--- src/rtl/txw_pkg.sv ---
package txw_pkg;
    localparam int WORD_BYTES = 8;
    localparam int WORD_W     = WORD_BYTES * 8;
    localparam int LEN_W      = 8;
    localparam int ICNT_W     = $clog2(((1 << LEN_W) + WORD_BYTES - 1) / WORD_BYTES + 1);

    typedef enum logic [2:0] {
        HDR_LO, HDR_HI, META, INLINE, DSC_ADDR, DSC_REST, CPL
    } wstate_t;

    typedef struct packed {
        logic [15:0]      flags;
        logic [15:0]      id;
        logic [LEN_W-1:0] ndesc;
        logic [7:0]       gso_type;
        logic [15:0]      gso_hdr_len;
        logic [15:0]      gso_size;
        logic [15:0]      csum_start;
        logic [15:0]      csum_offset;
        logic [LEN_W-1:0] inline_len;
    } hdr_t;

    typedef struct packed {
        logic [WORD_W-1:0] addr;
        logic [31:0]       len;
        logic [15:0]       id;
        logic [15:0]       flags;
    } dsc_t;

    function automatic wstate_t after_inline(input logic [LEN_W-1:0] nd);
        return (nd != '0) ? DSC_ADDR : CPL;
    endfunction

    function automatic wstate_t after_header(input logic [LEN_W-1:0] il,
                                             input logic [LEN_W-1:0] nd);
        return (il != '0) ? INLINE : after_inline(nd);
    endfunction
endpackage

--- src/rtl/txw_hdr_unpack.sv ---
module txw_hdr_unpack
    import txw_pkg::*;
(
    input  logic [WORD_W-1:0] word_lo,
    input  logic [WORD_W-1:0] word_hi,
    output hdr_t              hdr
);
    always_comb begin
        hdr.flags       = word_lo[15:0];
        hdr.id          = word_lo[31:16];
        hdr.ndesc       = word_lo[39:32];
        hdr.gso_type    = word_lo[47:40];
        hdr.gso_hdr_len = word_lo[63:48];
        hdr.gso_size    = word_hi[15:0];
        hdr.csum_start  = word_hi[31:16];
        hdr.csum_offset = word_hi[47:32];
        hdr.inline_len  = word_hi[55:48];
    end
endmodule

--- src/rtl/txw_span_calc.sv ---
module txw_span_calc
    import txw_pkg::*;
#(
    parameter int MAX_INLINE = 128
) (
    input  logic [LEN_W-1:0]      len,
    output logic [ICNT_W-1:0]     words,
    output logic [WORD_BYTES-1:0] last_keep,
    output logic                  too_long
);
    localparam int REM_W = $clog2(WORD_BYTES);

    logic [REM_W-1:0] rem;
    logic [LEN_W:0]   rounded;

    assign rem      = len[REM_W-1:0];
    assign rounded  = {1'b0, len} + (LEN_W+1)'(WORD_BYTES - 1);
    assign words    = ICNT_W'(rounded >> REM_W);
    assign too_long = ({1'b0, len} > (LEN_W+1)'(MAX_INLINE));

    for (genvar b = 0; b < WORD_BYTES; b++) begin : g_keep
        assign last_keep[b] = (rem == '0) || (REM_W'(b) < rem);
    end
endmodule

--- src/rtl/txw_dsc_unpack.sv ---
module txw_dsc_unpack
    import txw_pkg::*;
(
    input  logic [WORD_W-1:0] word_a,
    input  logic [WORD_W-1:0] word_b,
    output dsc_t              dsc
);
    always_comb begin
        dsc.addr  = word_a;
        dsc.len   = word_b[31:0];
        dsc.id    = word_b[47:32];
        dsc.flags = word_b[63:48];
    end
endmodule

--- src/rtl/txw_walker.sv ---
module txw_walker
    import txw_pkg::*;
#(
    parameter int MAX_INLINE = 128
) (
    input  logic        clk,
    input  logic        rst_n,
    input  logic        in_valid,
    output logic        in_ready,
    input  logic [63:0] in_data,
    output logic        meta_valid,
    input  logic        meta_ready,
    output logic [15:0] meta_flags,
    output logic [7:0]  meta_gso_type,
    output logic [15:0] meta_gso_hdr_len,
    output logic [15:0] meta_gso_size,
    output logic [15:0] meta_csum_start,
    output logic [15:0] meta_csum_offset,
    output logic [7:0]  meta_inline_len,
    output logic [7:0]  meta_desc_cnt,
    output logic        inl_valid,
    input  logic        inl_ready,
    output logic [63:0] inl_data,
    output logic [7:0]  inl_keep,
    output logic        inl_last,
    output logic        dsc_valid,
    input  logic        dsc_ready,
    output logic [63:0] dsc_addr,
    output logic [31:0] dsc_len,
    output logic [15:0] dsc_id,
    output logic [15:0] dsc_flags,
    output logic        dsc_last,
    output logic        cpl_valid,
    input  logic        cpl_ready,
    output logic [15:0] cpl_id,
    output logic        cpl_err
);
    wstate_t               state_q, state_d;
    logic [WORD_W-1:0]     lo_q;
    logic [WORD_W-1:0]     addr_q;
    hdr_t                  hdr_q;
    hdr_t                  hdr_new;
    dsc_t                  dsc_cur;
    logic                  err_q;
    logic [ICNT_W-1:0]     icnt_q;
    logic [LEN_W-1:0]      dcnt_q;
    logic [WORD_BYTES-1:0] keep_q;
    logic [ICNT_W-1:0]     span_words;
    logic [WORD_BYTES-1:0] span_keep;
    logic                  span_bad;
    logic                  take;
    logic                  inl_end;
    logic                  dsc_end;

    txw_hdr_unpack u_hdr (
        .word_lo (lo_q),
        .word_hi (in_data),
        .hdr     (hdr_new)
    );

    txw_span_calc #(.MAX_INLINE(MAX_INLINE)) u_span (
        .len       (hdr_new.inline_len),
        .words     (span_words),
        .last_keep (span_keep),
        .too_long  (span_bad)
    );

    txw_dsc_unpack u_dsc (
        .word_a (addr_q),
        .word_b (in_data),
        .dsc    (dsc_cur)
    );

    assign take    = in_valid && in_ready;
    assign inl_end = (icnt_q == ICNT_W'(1));
    assign dsc_end = (dcnt_q == LEN_W'(1));

    // state register
    always_ff @(posedge clk or negedge rst_n) begin
        if (!rst_n) state_q <= HDR_LO;
        else        state_q <= state_d;
    end

    // transitions
    always_comb begin
        state_d = state_q;
        unique case (state_q)
            HDR_LO:   if (take) state_d = HDR_HI;
            HDR_HI:   if (take) state_d = span_bad
                                    ? after_header(hdr_new.inline_len, hdr_new.ndesc)
                                    : META;
            META:     if (meta_ready) state_d = after_header(hdr_q.inline_len, hdr_q.ndesc);
            INLINE:   if (take && inl_end) state_d = after_inline(hdr_q.ndesc);
            DSC_ADDR: if (take) state_d = DSC_REST;
            DSC_REST: if (take) state_d = dsc_end ? CPL : DSC_ADDR;
            CPL:      if (cpl_ready) state_d = HDR_LO;
            default:  state_d = HDR_LO;
        endcase
    end

    // outputs
    always_comb begin
        in_ready   = 1'b0;
        meta_valid = 1'b0;
        inl_valid  = 1'b0;
        dsc_valid  = 1'b0;
        cpl_valid  = 1'b0;
        unique case (state_q)
            HDR_LO, HDR_HI, DSC_ADDR: in_ready = 1'b1;
            META:     meta_valid = 1'b1;
            INLINE: begin
                in_ready  = err_q ? 1'b1 : inl_ready;
                inl_valid = in_valid && !err_q;
            end
            DSC_REST: begin
                in_ready  = err_q ? 1'b1 : dsc_ready;
                dsc_valid = in_valid && !err_q;
            end
            CPL:      cpl_valid = 1'b1;
            default:  in_ready = 1'b0;
        endcase
        meta_flags       = hdr_q.flags;
        meta_gso_type    = hdr_q.gso_type;
        meta_gso_hdr_len = hdr_q.gso_hdr_len;
        meta_gso_size    = hdr_q.gso_size;
        meta_csum_start  = hdr_q.csum_start;
        meta_csum_offset = hdr_q.csum_offset;
        meta_inline_len  = hdr_q.inline_len;
        meta_desc_cnt    = hdr_q.ndesc;
        inl_data         = in_data;
        inl_last         = inl_end;
        inl_keep         = inl_end ? keep_q : '1;
        dsc_addr         = dsc_cur.addr;
        dsc_len          = dsc_cur.len;
        dsc_id           = dsc_cur.id;
        dsc_flags        = dsc_cur.flags;
        dsc_last         = dsc_end;
        cpl_id           = hdr_q.id;
        cpl_err          = err_q;
    end

    // datapath registers
    always_ff @(posedge clk or negedge rst_n) begin
        if (!rst_n) begin
            lo_q   <= '0;
            addr_q <= '0;
            hdr_q  <= '0;
            err_q  <= 1'b0;
            icnt_q <= '0;
            dcnt_q <= '0;
            keep_q <= '0;
        end else if (take) begin
            unique case (state_q)
                HDR_LO:   lo_q <= in_data;
                HDR_HI: begin
                    hdr_q  <= hdr_new;
                    err_q  <= span_bad;
                    icnt_q <= span_words;
                    dcnt_q <= hdr_new.ndesc;
                    keep_q <= span_keep;
                end
                INLINE:   icnt_q <= icnt_q - ICNT_W'(1);
                DSC_ADDR: addr_q <= in_data;
                DSC_REST: dcnt_q <= dcnt_q - LEN_W'(1);
                default:  ;
            endcase
        end
    end
endmodule

--- config.mk ---
export PLATFORM = sky130hd
export DESIGN_NAME = txw_walker
export DESIGN_NICKNAME = d
export VERILOG_FILES = /design/src/rtl/txw_pkg.sv /design/src/rtl/txw_hdr_unpack.sv /design/src/rtl/txw_span_calc.sv /design/src/rtl/txw_dsc_unpack.sv /design/src/rtl/txw_walker.sv
export SDC_FILE = /design/constraint.sdc
export NUM_CORES = 1
export LEC_CHECK = 0
export ABC_AREA = 1
export BUFFER_PORTS_ARGS = -buffer_cell sky130_fd_sc_hd__buf_4
export CAP_MARGIN = 25
export CORE_UTILIZATION = 47
export DETAILED_ROUTE_END_ITERATION = 8
export PLACE_DENSITY = 0.82
export SLEW_MARGIN = 0
export SYNTH_ARGS = -nofsm -noshare
export SYNTH_HDL_FRONTEND = slang
export SYNTH_HIERARCHICAL = 1
export SYNTH_SLANG_ARGS = --single-unit
--- constraint.sdc ---
create_clock -name clk -period 1.7 [get_ports clk]
set_clock_uncertainty 0.15 [all_clocks]
set_input_delay 0.425 -clock clk [delete_from_list [all_inputs] [get_ports clk]]
set_output_delay 0.425 -clock clk [all_outputs]
set_load 0.02 [all_outputs]
# ---- Yosys cells after proc, flatten, opt, wreduce, memory -nomap -nowiden
# Cells that the tools add are included.
dict set report word_totals {
  wordCells 94
  ff_bits 274
  output_inout_bits 328
  inputBits 71
}
dict set report classes {
  muxes 24
  eq_ne 15
  order_cmp 9
  addsub 3
  n_reduce_logical 27
}
# cell n
set op_table {}
lappend op_table {{$reduce_bool A8 Y1} 4}
lappend op_table {{$mux W3} 10}
lappend op_table {{$pmux W3 S7} 1}
lappend op_table {{$pmux W8 S2} 1}
lappend op_table {{$ne A2 B2 Y1 const B} 7}
lappend op_table {{$lt A3 B3 Y1 const A} 4}
lappend op_table {{$pmux W6 S2} 1}
lappend op_table {{$reduce_and A2 Y1} 5}
lappend op_table {{$add A8 B3 Y9 const B} 1}
lappend op_table {{$eq A3 B3 Y1 const B} 3}
lappend op_table {{$eq A8 B1 Y1 const B} 1}
lappend op_table {{$gt A8 B8 Y1 const B} 1}
lappend op_table {{$logic_or A1 B1 Y1} 8}
lappend op_table {{$mux W8} 1}
lappend op_table {{$sub A8 B1 Y8 const B} 1}
lappend op_table {{$reduce_and A7 Y1} 1}
lappend op_table {{$eq A3 B2 Y1 const B} 2}
lappend op_table {{$eq A6 B1 Y1 const B} 1}
lappend op_table {{$logic_not A3 Y1} 2}
lappend op_table {{$lt A1 B3 Y1 const A} 2}
lappend op_table {{$lt A2 B3 Y1 const A} 2}
lappend op_table {{$mux W1} 6}
lappend op_table {{$mux W2} 3}
lappend op_table {{$sub A6 B1 Y6 const B} 1}
lappend op_table {{other kinds (6)} 9}

# ---- Depth between registers and ports, before layout
# Gate-level depths: netlist (run 1).
dict set report logic_depth {
  depth_word 7
  mapped_depth 12
  ltp_nobuf 11
}

# ---- Cells and area by module
# The synthesis (run 1) kept the hierarchy.
# module instances cells_per_inst seq_area_each_um2 area_per_inst_um2
set modules_own_cells {}
lappend modules_own_cells {txw_walker 1 1104 6856.6 11589.9}
lappend modules_own_cells {txw_dsc_unpack 1 128 0.0 960.9}
lappend modules_own_cells {txw_hdr_unpack 1 120 0.0 900.9}
lappend modules_own_cells {txw_span_calc 1 50 0.0 224.0}

# ---- Least setup slack after synthesis (run 1)
# Ideal clock, no wire load.
dict set report synth_timing {
  kind {register to output}
  startpoint {reg state_q[0]}
  endpoint {out inl_valid}
  arrival_time_ns 1.372
  slack_ns -0.247
  t_required_ns 1.125
  path_stages_with_launch 7
  n_path_buf 2
  path_cell_list {dfrtp_1 -> buf_6 -> inv_4 -> nor2_1 -> nand2_1 -> clkbuf_1 -> nor3_1}
}
dict set report synth_via {
  elab_chain_len 2
}
# item line_no
set synth_lines {}
lappend synth_lines {{from (decl)} txw_walker.sv:38} ;# wstate_t state_q, state_d;
lappend synth_lines {{from (signal assigned)} txw_walker.sv:81} ;# else state_q <= state_d;
lappend synth_lines {{$eq A3 B2 Y1} txw_walker.sv:108} ;# unique case (state_q)
lappend synth_lines {{$mux W1} txw_walker.sv:108}
lappend synth_lines {{to (decl)} txw_walker.sv:21} ;# output logic inl_valid,
# No other way between the ends.

# ---- Final worst setup path (run 1)
dict set report layout_timing {
  startpoint {reg state_q[0]}
  endpoint {out in_ready}
}
dict set report layout_via {
  elab_chain_len 3
  elab_cells_between_ends 7
  cone_classes {eq/ne (4); mux (1); reduce/logical (2)}
}
# item line_no
set layout_lines {}
lappend layout_lines {{$eq A3 B1 Y1 (tied with other cells)} txw_walker.sv:108}
lappend layout_lines {{$reduce_or A3 Y1} txw_walker.sv:108}
lappend layout_lines {{$pmux W1 S3 *} txw_walker.sv:108}
lappend layout_lines {{to (decl)} txw_walker.sv:9} ;# output logic in_ready,
# Every way passes the cells marked *; elsewhere a longest branch is shown, timed or not.

==> results.yml, run 1 <==
run_status:
  status: "complete, but fails checks"
  failed_checks: "setup timing"
synth:
  synthMuxAreaShare: 0.0914
  ys_seq_area_frac: 0.501
  largest_family_of_logic_cells_by_synthesized_area: "buffers and inverters"
  synth.avg_cell_area_sq_um: 9.75
  synth_fa_ha_area_frac: 0.00366
  synth.top_cells.by_area: "sky130_fd_sc_hd__dfrtp_1 (50%), sky130_fd_sc_hd__buf_4 (17%), sky130_fd_sc_hd__nand2_1 (7.1%)"
  synth_xor_area_frac: 0.00192
  yosysWarnings: 6
  synthFlopType: "sky130_fd_sc_hd__dfrtp_1"
  synth_compound_area_frac: 0.0688
  synth-edff-count: 0
  syn_area_sq_um: 13700
  synthDominantAreaCellType: "sky130_fd_sc_hd__dfrtp_1"
  ys_seq_elements: 274
  yosysMostFrequentCell: "sky130_fd_sc_hd__buf_4"
  mappedNetlistNets: 1477
  synth_simple_gate_area_frac: 0.108
  yosys.cell_types.count: 39
  async_reset_ff_frac: 1.00
  yosys.area.top_type_share: 0.501
  synthTopCellsByCount: "sky130_fd_sc_hd__buf_4 (313), sky130_fd_sc_hd__dfrtp_1 (274), sky130_fd_sc_hd__nand2_1 (257)"
  synth_cells: 1402
final_layout:
  stdcell_area_sq_um: 19200
  seq_area_sq_um: 6860
  multiInputGateArea_sq_um: 4760
  area_overhead_of_the_layout_relative_to_synthesis_pct: 40.2
  n_antenna_cell: 0
  layout.nets: 1745
  nFillCells: 1999
  fraction_of_final_layout_cells_sized_beyond_drive_strength_1: 0.515
  finish.utilization: 0.668
placement:
  io_buffers: 398
  globalplace.congestion: 0.820
  pre_cts_ws_ns: -0.152
  detailedPlacementHpwl_um: 22600
  postPlaceCellArea_sq_um: 15100
drt:
  drt-wirelength-per-cell_um: 20.3
  firstDrtPassIters: 5
  final_antenna_net_count: 0
  route.detailed.drc: 0
  drt-vias-per-instance: 5.07
  drt-initial-drc-count: 832
  num_vias: 10500
  route.final.wire_length_um: 42200
die:
  placementRows: 62
  area_of_the_die_sq_um: 29800
  placeableCoreArea_sq_um: 28700
  die_y_extent_um: 173
  die_w_um: 173
  io_pins: 399
  initial_core_util: 0.476
worst_setup_path:
  cp.required_ns: 1.12
  cp-start-kind: "flop"
  number_of_buffers_and_inverters_on_the_critical_path: 2
  most_frequent_cell_on_critical_path: "sky130_fd_sc_hd__nand2_2"
  cp_slowest_stage_delay_ns: 0.44
  setup.worst_path.class: "reg2out"
  worstPathMaxFanout: 4
  worstPathArrival_ns: 1.74
  cp_slowest_cell: "sky130_fd_sc_hd__dfrtp_2"
  path_cells: "inv_4 -> nor2_4 -> nand2_4 -> nand2_2 -> nand3b_1 -> nand2_2 -> nand2_2 -> buf_6"
  cell_class_contributing_the_biggest_share_of_worst_path_delay: "simple AND/OR/NAND/NOR gates"
  endpoint_kind: "output pin"
global_route:
  grt_pass1_vias: 9996
  grt_first_pass_wirelength_um: 53400
  grt-ovfl-total: 0
  grt_use_met1: 0.275
  top_usage_layer: "met2"
  number_of_antenna_violations_at_the_first_check_in_global_routing: 0
  use_met2: 0.397
  use_met3: 0.0336
  grt_max_degree: 75
  track_usage: 0.222
clock_network:
  tritoncts: "yes"
  clk_pin_slew_ns: 0.06
  worstSkewPairLatency_ns: 0.55
  max-clock-path-buffers: 3
  clkSinkCount: 274
  htree_levels: 1
  cts_root_buf: "sky130_fd_sc_hd__clkbuf_16"
  cts_inserted_buffers: 30
timing:
  report.final.hold_viol_count: 0
  clock.fmax_mhz: 432
  rsz0062_at_grt: "yes"
  timing_max_transition_violations_final: 0
  finalWorstSetupSlack_ns: -0.614
  fin_crit_sh: 1.36
  final.setup.tns_ns: -26.56
  final_count_of_negative_setup_slack_endpoints: 190
  fin_crit_ns: 2.31
worst_hold_path:
  hold_class: "in2reg"
power_and_ir_drop:
  p_leak_nw: 10.1
  ir_worst_vdd_uv: 1650
  report.power.total_mw: 38.4
  power_density_nw_per_um2: 2000
flow_run:
  cap_violations: 0
==> area by class of cell <==
type                       count  share of cell area
clock buffer                  42              0.0452
clock inverter                11             0.00607
inverter                     116              0.0241
multi-input combinational    651               0.248
sequential                   274               0.358
tap                          384              0.0251
timing repair buffer         597               0.294
==> metrics by stage <==
| stage | hold WS [ns] | std cells |
|---|---|---|
| 6_report | 0.0181 | 2075 |
| 5_1_grt | 0.00236 | 2075 |
| 4_1_cts | 0.0000861 | 2006 |
| 3_5_place_dp | 0.206 | 1876 |
| 3_3_place_gp | 0.203 | 1876 |
| 2_1_floorplan | -0.0206 | 1402 |
==> flip-flops by register name, indices dropped and copies added, names as in the netlist <==
register / count
meta_csum_offset: 16
cpl_err: 1
state_q: 3
meta_inline_len: 8
icnt_q: 6
meta_csum_start: 16
lo_q: 64
meta_gso_size: 16
meta_flags: 16
keep_q: 8
meta_gso_hdr_len: 16
dcnt_q: 8
cpl_id: 16
meta_gso_type: 8
meta_desc_cnt: 8
addr_q: 64
==> repair_timing <==
| action | in CTS | in global routing |
|---|---|---|
| hold endpoints to repair | 93 | 1 |
| pin swaps | 15 | 30 |
| gates cloned | 5 | 24 |
| endpoints found under the setup margin | 142 | 294 |
| setup buffers | 32 | 49 |
| gates resized for setup | 88 | 379 |
| hold buffers | 41 | 1 |
==> final timing paths <==
path                       depth (start not counted)                   end  slack (ns)        start
setup / recovery                                   8              in_ready       -0.61   state_q[0]
hold / removal                                     2     meta_gso_size[15]        0.02  in_data[15]
setup reg to reg                                   8  meta_gso_hdr_len[11]       -0.24   state_q[0]
hold reg to reg                                    2              lo_q[52]        0.34     lo_q[52]
max in group asynchronous                          3             dcnt_q[6]        0.53        rst_n
min in group asynchronous                          2      meta_gso_size[1]        0.23        rst_n
==> cells by family (layout without fill, tap and decap cells) <==
family,after synthesis,after routing
AO/OA/AOI/OAI,186,186
adder cells (fa/ha/maj),4,4
XOR/XNOR,3,3
AND/OR/NAND/NOR,350,353
buffers and inverters,480,766
other,1,1
flip-flops,274,274
multiplexers,104,104
==> layer usage <==
layer,vias to the layer above,wire (um)
met5,-,0
met4,0,1620
met3,113,2120
met2,417,21800
met1,5292,16600
li1,4691,-
==> power by group <==
part	internal, mW	total [mW]	switching (mW)	leakage [nW]
clock	3.85	6.53	2.68	0.490
sequential	9.60	12.0	2.40	3.39
combinational	9.94	19.9	9.94	6.18
total	23.4	38.4	15.0	10.1
==> cells in the final DEF, fill, tap and decap left out, types with 8 or more instances in the layout <==
master / Yosys / final
sky130_fd_sc_hd__dfrtp_1: 274 / 271
sky130_fd_sc_hd__buf_4: 313 / 413
sky130_fd_sc_hd__o21ai_0: 158 / 89
sky130_fd_sc_hd__nand2_1: 257 / 182
sky130_fd_sc_hd__o21ai_1: 9 / 42
sky130_fd_sc_hd__buf_12: 0 / 22
sky130_fd_sc_hd__nor2_4: 4 / 9
sky130_fd_sc_hd__o21ai_2: 0 / 35
sky130_fd_sc_hd__buf_6: 8 / 93
sky130_fd_sc_hd__a21oi_1: 14 / 11
sky130_fd_sc_hd__nand2_4: 2 / 29
sky130_fd_sc_hd__dlygate4sd3_1: 0 / 42
sky130_fd_sc_hd__nor2_1: 41 / 33
sky130_fd_sc_hd__clkbuf_16: 0 / 49
sky130_fd_sc_hd__inv_1: 111 / 104
sky130_fd_sc_hd__nand4_1: 8 / 8
sky130_fd_sc_hd__nand3_1: 15 / 13
sky130_fd_sc_hd__nand2_2: 4 / 50
sky130_fd_sc_hd__mux2_4: 21 / 102
==> worst reg2reg max path, delay by kind of cell, from the launching register on <==
| kind | cells | cell delay (ns) |
|---|---|---|
| buf+inv | 5 | 0.65 |
| mux | 1 | 0.30 |
| simple gates | 2 | 0.27 |
| flops | 1 | 0.46 |
No activity file was read; power rests on OpenSTA's default activity.
==> run 2: changes to the inputs <==
Settings changed: CELL_PAD_IN_SITES_DETAIL_PLACEMENT from default to 1, CELL_PAD_IN_SITES_GLOBAL_PLACEMENT from default to 1, CORE_UTILIZATION 47 to 36, PLACE_DENSITY 0.82 to 0.84.
==> run 2 against run 1 <==
Effect of this change: the run still ends with setup timing left; utilization decreased by 10 points; first-iteration DRC count decreased by 48%; design area increased by 11%; clock power increased by 7.0%; routed wire length increased by 34%; worst hold slack improved by 0.0066 ns; register-to-register slack got worse by 0.36 ns; via count increased by 8.3%; critical endpoint is now inl_keep[3].
==> results.yml, run 2 (same netlist as run 1, synthesis figures left out) <==
drt:
  final_antenna_net_count: 0
  firstDrtPassIters: 5
  drt-vias-per-instance: 4.93
  drt-initial-drc-count: 432
  route.final.wire_length_um: 56600
  route.detailed.drc: 0
  drt-wirelength-per-cell_um: 24.5
  num_vias: 11400
timing:
  timing_max_transition_violations_final: 0
  final_count_of_negative_setup_slack_endpoints: 295
  fin_crit_ns: 2.38
  finalWorstSetupSlack_ns: -0.675
  clock.fmax_mhz: 421
  report.final.hold_viol_count: 0
  rsz0062_at_grt: "yes"
  fin_crit_sh: 1.40
final_layout:
  layout.nets: 1850
  most_common_cell_after_layout_fill_and_taps_aside: "sky130_fd_sc_hd__buf_4"
  multiInputGateArea_sq_um: 4860
  area_overhead_of_the_layout_relative_to_synthesis_pct: 55.0
  final_cell_mix: "sky130_fd_sc_hd__buf_4 (352), sky130_fd_sc_hd__dfrtp_1 (264), sky130_fd_sc_hd__buf_6 (223)"
  fraction_of_final_layout_cells_sized_beyond_drive_strength_1: 0.578
  nFillCells: 3885
  seq_area_sq_um: 6870
  top_regs: "addr_q (64), lo_q (64)"
  finish.cell_count_without_fillers: 2307
  finish.utilization: 0.565
  n_antenna_cell: 0
worst_setup_path:
  worst_setup_path_startpoint: "icnt_q[1]"
  cp_slowest_stage_delay_ns: 0.40
  cp_slowest_cell: "sky130_fd_sc_hd__dfrtp_1"
  r2r_start: "state_q[1]"
  cp.required_ns: 1.12
  path_cells: "inv_2 -> ha_4 -> nand2_4 -> nor3_4 -> buf_12 -> nand2_1 -> buf_6"
  cell_class_contributing_the_biggest_share_of_worst_path_delay: "flip-flops"
  critical_path_stages: 7
  endpoint_kind: "output pin"
  r2r-end: "lo_q[40]"
  worstPathMaxFanout: 10
  cp-start-kind: "flop"
  setup.worst_path.class: "reg2out"
  number_of_buffers_and_inverters_on_the_critical_path: 3
  worstPathArrival_ns: 1.80
  crit_end: "inl_keep[3]"
  r2r_slack_ns: -0.60
  worstRegToRegCells: 15
clock_network:
  cts_root_buf: "sky130_fd_sc_hd__clkbuf_16"
  clkSinkCount: 274
  cts_inserted_buffers: 30
  tritoncts: "yes"
  clk_pin_slew_ns: 0.06
  worstSkewPairLatency_ns: 0.57
  htree_levels: 1
  max-clock-path-buffers: 3
run_status:
  status: "complete, but fails checks"
  failed_checks: "setup timing"
die:
  placementRows: 71
  placeableCoreArea_sq_um: 37500
  die_w_um: 197
  initial_core_util: 0.365
  area_of_the_die_sq_um: 38800
  io_pins: 399
  die_y_extent_um: 197
global_route:
  grt-ovfl-total: 0
  number_of_antenna_violations_at_the_first_check_in_global_routing: 0
  grt_max_degree: 52
  track_usage: 0.261
  grt_pass1_vias: 12300
  grt_first_pass_wirelength_um: 76600
placement:
  detailedPlacementHpwl_um: 27100
  place_inst: 2020
  io_buffers: 398
  pre_cts_ws_ns: -0.228
  globalplace.congestion: 0.859
worst_hold_path:
  timing.hold.worst_path_depth: 3
  hold_class: "in2reg"
flow_run:
  cap_violations: 0
power_and_ir_drop:
  p_leak_nw: 10.7
  report.power.total_mw: 43.1
  power_density_nw_per_um2: 2030
  ir_worst_vdd_uv: 1140
-- run 2: changes by cell type in the layout (fill, tap and decap cells not counted), sizes merged --
| cell | change |
|---|---|
| dlygate4sd3 | +13 |
| clkbuf | -8 |
| nand2 | -2 |
| bufinv | +1 |
| clkinv | -5 |
| buf | +102 |
| bufbuf | +2 |
| clkinvlp | +1 |
| inv | +1 |
-- run 2: worst min-delay path, stage by stage --
cell and delay [ns]:
sky130_fd_sc_hd__buf_4 0.13, sky130_fd_sc_hd__inv_1 0.09, sky130_fd_sc_hd__o21ai_2 0.07
-- run 2: worst min path at each step --
stage / from / end / slack [ns]
final: in_data[44] / lo_q[44] / 0.02
after global routing: in_data[57] / lo_q[57] / 0.01
after CTS: in_data[10] / addr_q[10] / 0.0002
after detailed placement: rst_n / lo_q[4] / 0.21
after global placement: rst_n / meta_flags[8] / 0.21
after floorplan: rst_n / addr_q[0] / -0.02
-- run 2: area by class of cell --
cell class              instances  share of cell area
well taps                     511              0.0302
clock inverters                 8             0.00555
multi-input cells             649               0.229
repair buffers                703               0.346
flip-flops and latches        274               0.324
inverters                     116              0.0216
clock buffers                  45              0.0428
repair inverters                1            0.000177
-- run 2: report_power, final --
group / internal, mW / switching [mW]
Sequential: 9.62 / 3.00
Combinational: 12.0 / 11.5
Clock: 4.11 / 2.88
Total: 25.7 / 17.4
-- run 2: timing repair --
item | in CTS | in global routing
cloned | 28 | 11
pin swaps | 28 | 37
setup endpoints to repair | 378 | 453
setup buffers | 96 | 54
resized for setup | 407 | 308
endpoints found under the hold margin | 264 | 0
hold buffers | 55 | 0
-- run 2: metal layers --
metal / global-route usage / up-vias / share of wire
li1: - / 4905 / -
met1: 0.290 / 5895 / 0.37
met2: 0.480 / 431 / 0.54
met3: 0.0508 / 153 / 0.046
met4: 0.117 / 0 / 0.047
met5: 0 / - / 0
-- run 2: through the flow --
| stage | setup TNS [ns] | hold slack [ns] | area [sq um] |
|---|---|---|---|
| floorplan | -1.11 | -0.0206 | 13700 |
| global placement | -11.66 | 0.213 | 15500 |
| detailed placement | -17.74 | 0.214 | 15500 |
| CTS | -38.86 | 0.000180 | 19800 |
| global route | -89.57 | 0.0139 | 21200 |
| finish | -75.92 | 0.0247 | 21200 |
==> run 3: changes to the inputs <==
Settings changed: CORE_ASPECT_RATIO from default to 1.1.
==> run 3 against run 2 <==
Effect of this change: the flow still finishes with violations (setup timing); clock power shrank 2%; combinational power shrank 9.8%; via count shrank 2.4%; global-route usage shrank 2.9 points; power shrank 5.7%; register-to-register slack gained 0.07 ns; non-clock buffer count shrank 86; utilization shrank 2.0 points; design area shrank 3.9%; highest routed layer unchanged.
==> results.yml, run 3 (same netlist as run 1, synthesis figures left out) <==
final_layout:
  most_common_cell_after_layout_fill_and_taps_aside: "sky130_fd_sc_hd__buf_4"
  n_antenna_cell: 0
  area_overhead_of_the_layout_relative_to_synthesis_pct: 49.0
  layout.nets: 1765
  fraction_of_final_layout_cells_sized_beyond_drive_strength_1: 0.595
  final_cell_mix: "sky130_fd_sc_hd__buf_4 (426), sky130_fd_sc_hd__dfrtp_1 (263), sky130_fd_sc_hd__nand2_1 (116)"
  finish.utilization: 0.546
  top_regs: "addr_q (64), lo_q (64)"
  nFillCells: 3836
power_and_ir_drop:
  power.share.switching: 0.423
  ir_worst_vdd_uv: 1050
  power_density_nw_per_um2: 1990
  p_switching_mw: 17.2
  power.share.clock: 0.168
  pwr-share-comb: 0.523
  report.power.total_mw: 40.6
  p_leak_nw: 10.2
  power.sequential.fraction: 0.309
  internal_power_contribution_mw: 23.4
timing:
  final_count_of_negative_setup_slack_endpoints: 330
  rsz0062_at_grt: "yes"
  finalWorstSetupSlack_ns: -0.674
  clock.fmax_mhz: 421
  fin_crit_ns: 2.37
  timing_max_transition_violations_final: 0
  report.final.hold_viol_count: 0
  hold_ws_ns: 0.0223
  fin_crit_sh: 1.40
drt:
  drt-initial-drc-count: 491
  route.final.wire_length_um: 56200
  num_vias: 11100
  firstDrtPassIters: 4
  route.detailed.drc: 0
  final_antenna_net_count: 0
  drt-wirelength-per-cell_um: 25.5
  drt-vias-per-instance: 5.04
die:
  die_y_extent_um: 206
  die_w_um: 188
  area_of_the_die_sq_um: 38800
  placeableCoreArea_sq_um: 37300
  initial_core_util: 0.367
  io_pins: 399
  placementRows: 74
placement:
  pre_cts_ws_ns: -0.324
  globalplace.congestion: 0.828
  detailedPlacementHpwl_um: 28400
  io_buffers: 398
worst_setup_path:
  endpoint_kind: "output pin"
  cell_class_contributing_the_biggest_share_of_worst_path_delay: "simple AND/OR/NAND/NOR gates"
  worstRegToRegCells: 13
  worstPathMaxFanout: 6
  number_of_buffers_and_inverters_on_the_critical_path: 3
  r2r-end: "lo_q[47]"
  cp-start-kind: "flop"
  worstPathArrival_ns: 1.80
  setup.worst_path.class: "reg2out"
  cp_slowest_cell: "sky130_fd_sc_hd__dfrtp_1"
  r2r_slack_ns: -0.53
  r2r_start: "state_q[1]"
  cp_slowest_stage_delay_ns: 0.43
  path_cells: "clkinv_4 -> nand3_4 -> inv_8 -> nor2_2 -> nand2_4 -> buf_6"
  cp.required_ns: 1.12
clock_network:
  clkSinkCount: 274
  max-clock-path-buffers: 3
  clk_pin_slew_ns: 0.07
  tritoncts: "yes"
  htree_levels: 1
  cts_root_buf: "sky130_fd_sc_hd__clkbuf_16"
  worstSkewPairLatency_ns: 0.57
  cts_inserted_buffers: 31
run_status:
  failed_checks: "setup timing"
  status: "complete, but fails checks"
global_route:
  grt_first_pass_wirelength_um: 69700
  grt-ovfl-total: 0
  track_usage: 0.233
  number_of_antenna_violations_at_the_first_check_in_global_routing: 0
  grt_pass1_vias: 11800
  grt_max_degree: 46
worst_hold_path:
  hold_path_startpoint: "in_data[12]"
  hold_class: "in2reg"
  timing.hold.worst_path_depth: 3
  worst_hold_path.endpoint: "lo_q[12]"
flow_run:
  cap_violations: 0
## run 3: power groups by stage
stage	sequential, mW	clock [mW]	combinational [mW]
floorplan	12.7	0	8.68
global placement	11.4	0	14.0
detailed placement	11.6	0	14.7
CTS	11.7	6.78	17.4
global route	12.8	7.12	22.2
finish	12.6	6.83	21.2
## run 3: worst reg2reg max path, cell delays in order (launching register included)
cell                       delay [ns]
sky130_fd_sc_hd__dfrtp_2         0.47
sky130_fd_sc_hd__clkinv_4        0.12
sky130_fd_sc_hd__buf_6           0.14
sky130_fd_sc_hd__buf_6           0.10
sky130_fd_sc_hd__buf_6           0.10
sky130_fd_sc_hd__buf_6           0.11
sky130_fd_sc_hd__buf_6           0.11
sky130_fd_sc_hd__nand4_1         0.10
sky130_fd_sc_hd__buf_6           0.18
sky130_fd_sc_hd__buf_12          0.16
sky130_fd_sc_hd__buf_12          0.13
sky130_fd_sc_hd__buf_16          0.13
sky130_fd_sc_hd__nand2_2         0.05
sky130_fd_sc_hd__o21ai_1         0.09
## run 3: layer usage
metal  vias to the layer above  part of all wire  global-route usage
met5                         -                 0                   0
met4                         0             0.050               0.104
met3                       165             0.053              0.0447
met2                       493              0.54               0.434
met1                      5701              0.36               0.255
li1                       4749                 -                   -
## run 3: cell type report
| cell class | instances | area (sq um) | share of cell area |
|---|---|---|---|
| clock buffers | 46 | 912 | 0.0448 |
| well taps | 494 | 618 | 0.0303 |
| inverters | 116 | 462 | 0.0227 |
| repair buffers | 617 | 6160 | 0.302 |
| clock inverters | 9 | 87.6 | 0.00430 |
| multi-input cells | 650 | 5260 | 0.258 |
| flip-flops and latches | 274 | 6870 | 0.337 |
## run 3: timing repair
item / in CTS / in global routing
setup buffers: 35 / 23
endpoints found under the hold margin: 203 / 0
pin swaps: 13 / 41
gates resized for setup: 240 / 406
endpoints found under the setup margin: 409 / 461
gates cloned: 19 / 32
hold buffers: 60 / 0
## run 3: worst max-delay path by stage
stage	start	endpoint	slack [ns]	cells past startpoint
after detailed placement	state_q[1]	dcnt_q[3]	-0.32	9
final	state_q[2]	in_ready	-0.67	6
after global routing	state_q[0]	in_ready	-0.73	8
after global placement	state_q[1]	lo_q[19]	-0.15	7
after floorplan	icnt_q[1]	inl_keep[1]	-0.13	5
after CTS	icnt_q[1]	inl_keep[7]	-0.63	7
## run 3: stage by stage
stage | instance area, sq um | TNS [ns] | cells
floorplan | 13700 | -1.11 | 1402
global placement | 15500 | -8.11 | 1998
detailed placement | 15500 | -19.02 | 1998
CTS | 18500 | -51.94 | 2165
global route | 20400 | -87.77 | 2206
finish | 20400 | -73.48 | 2206
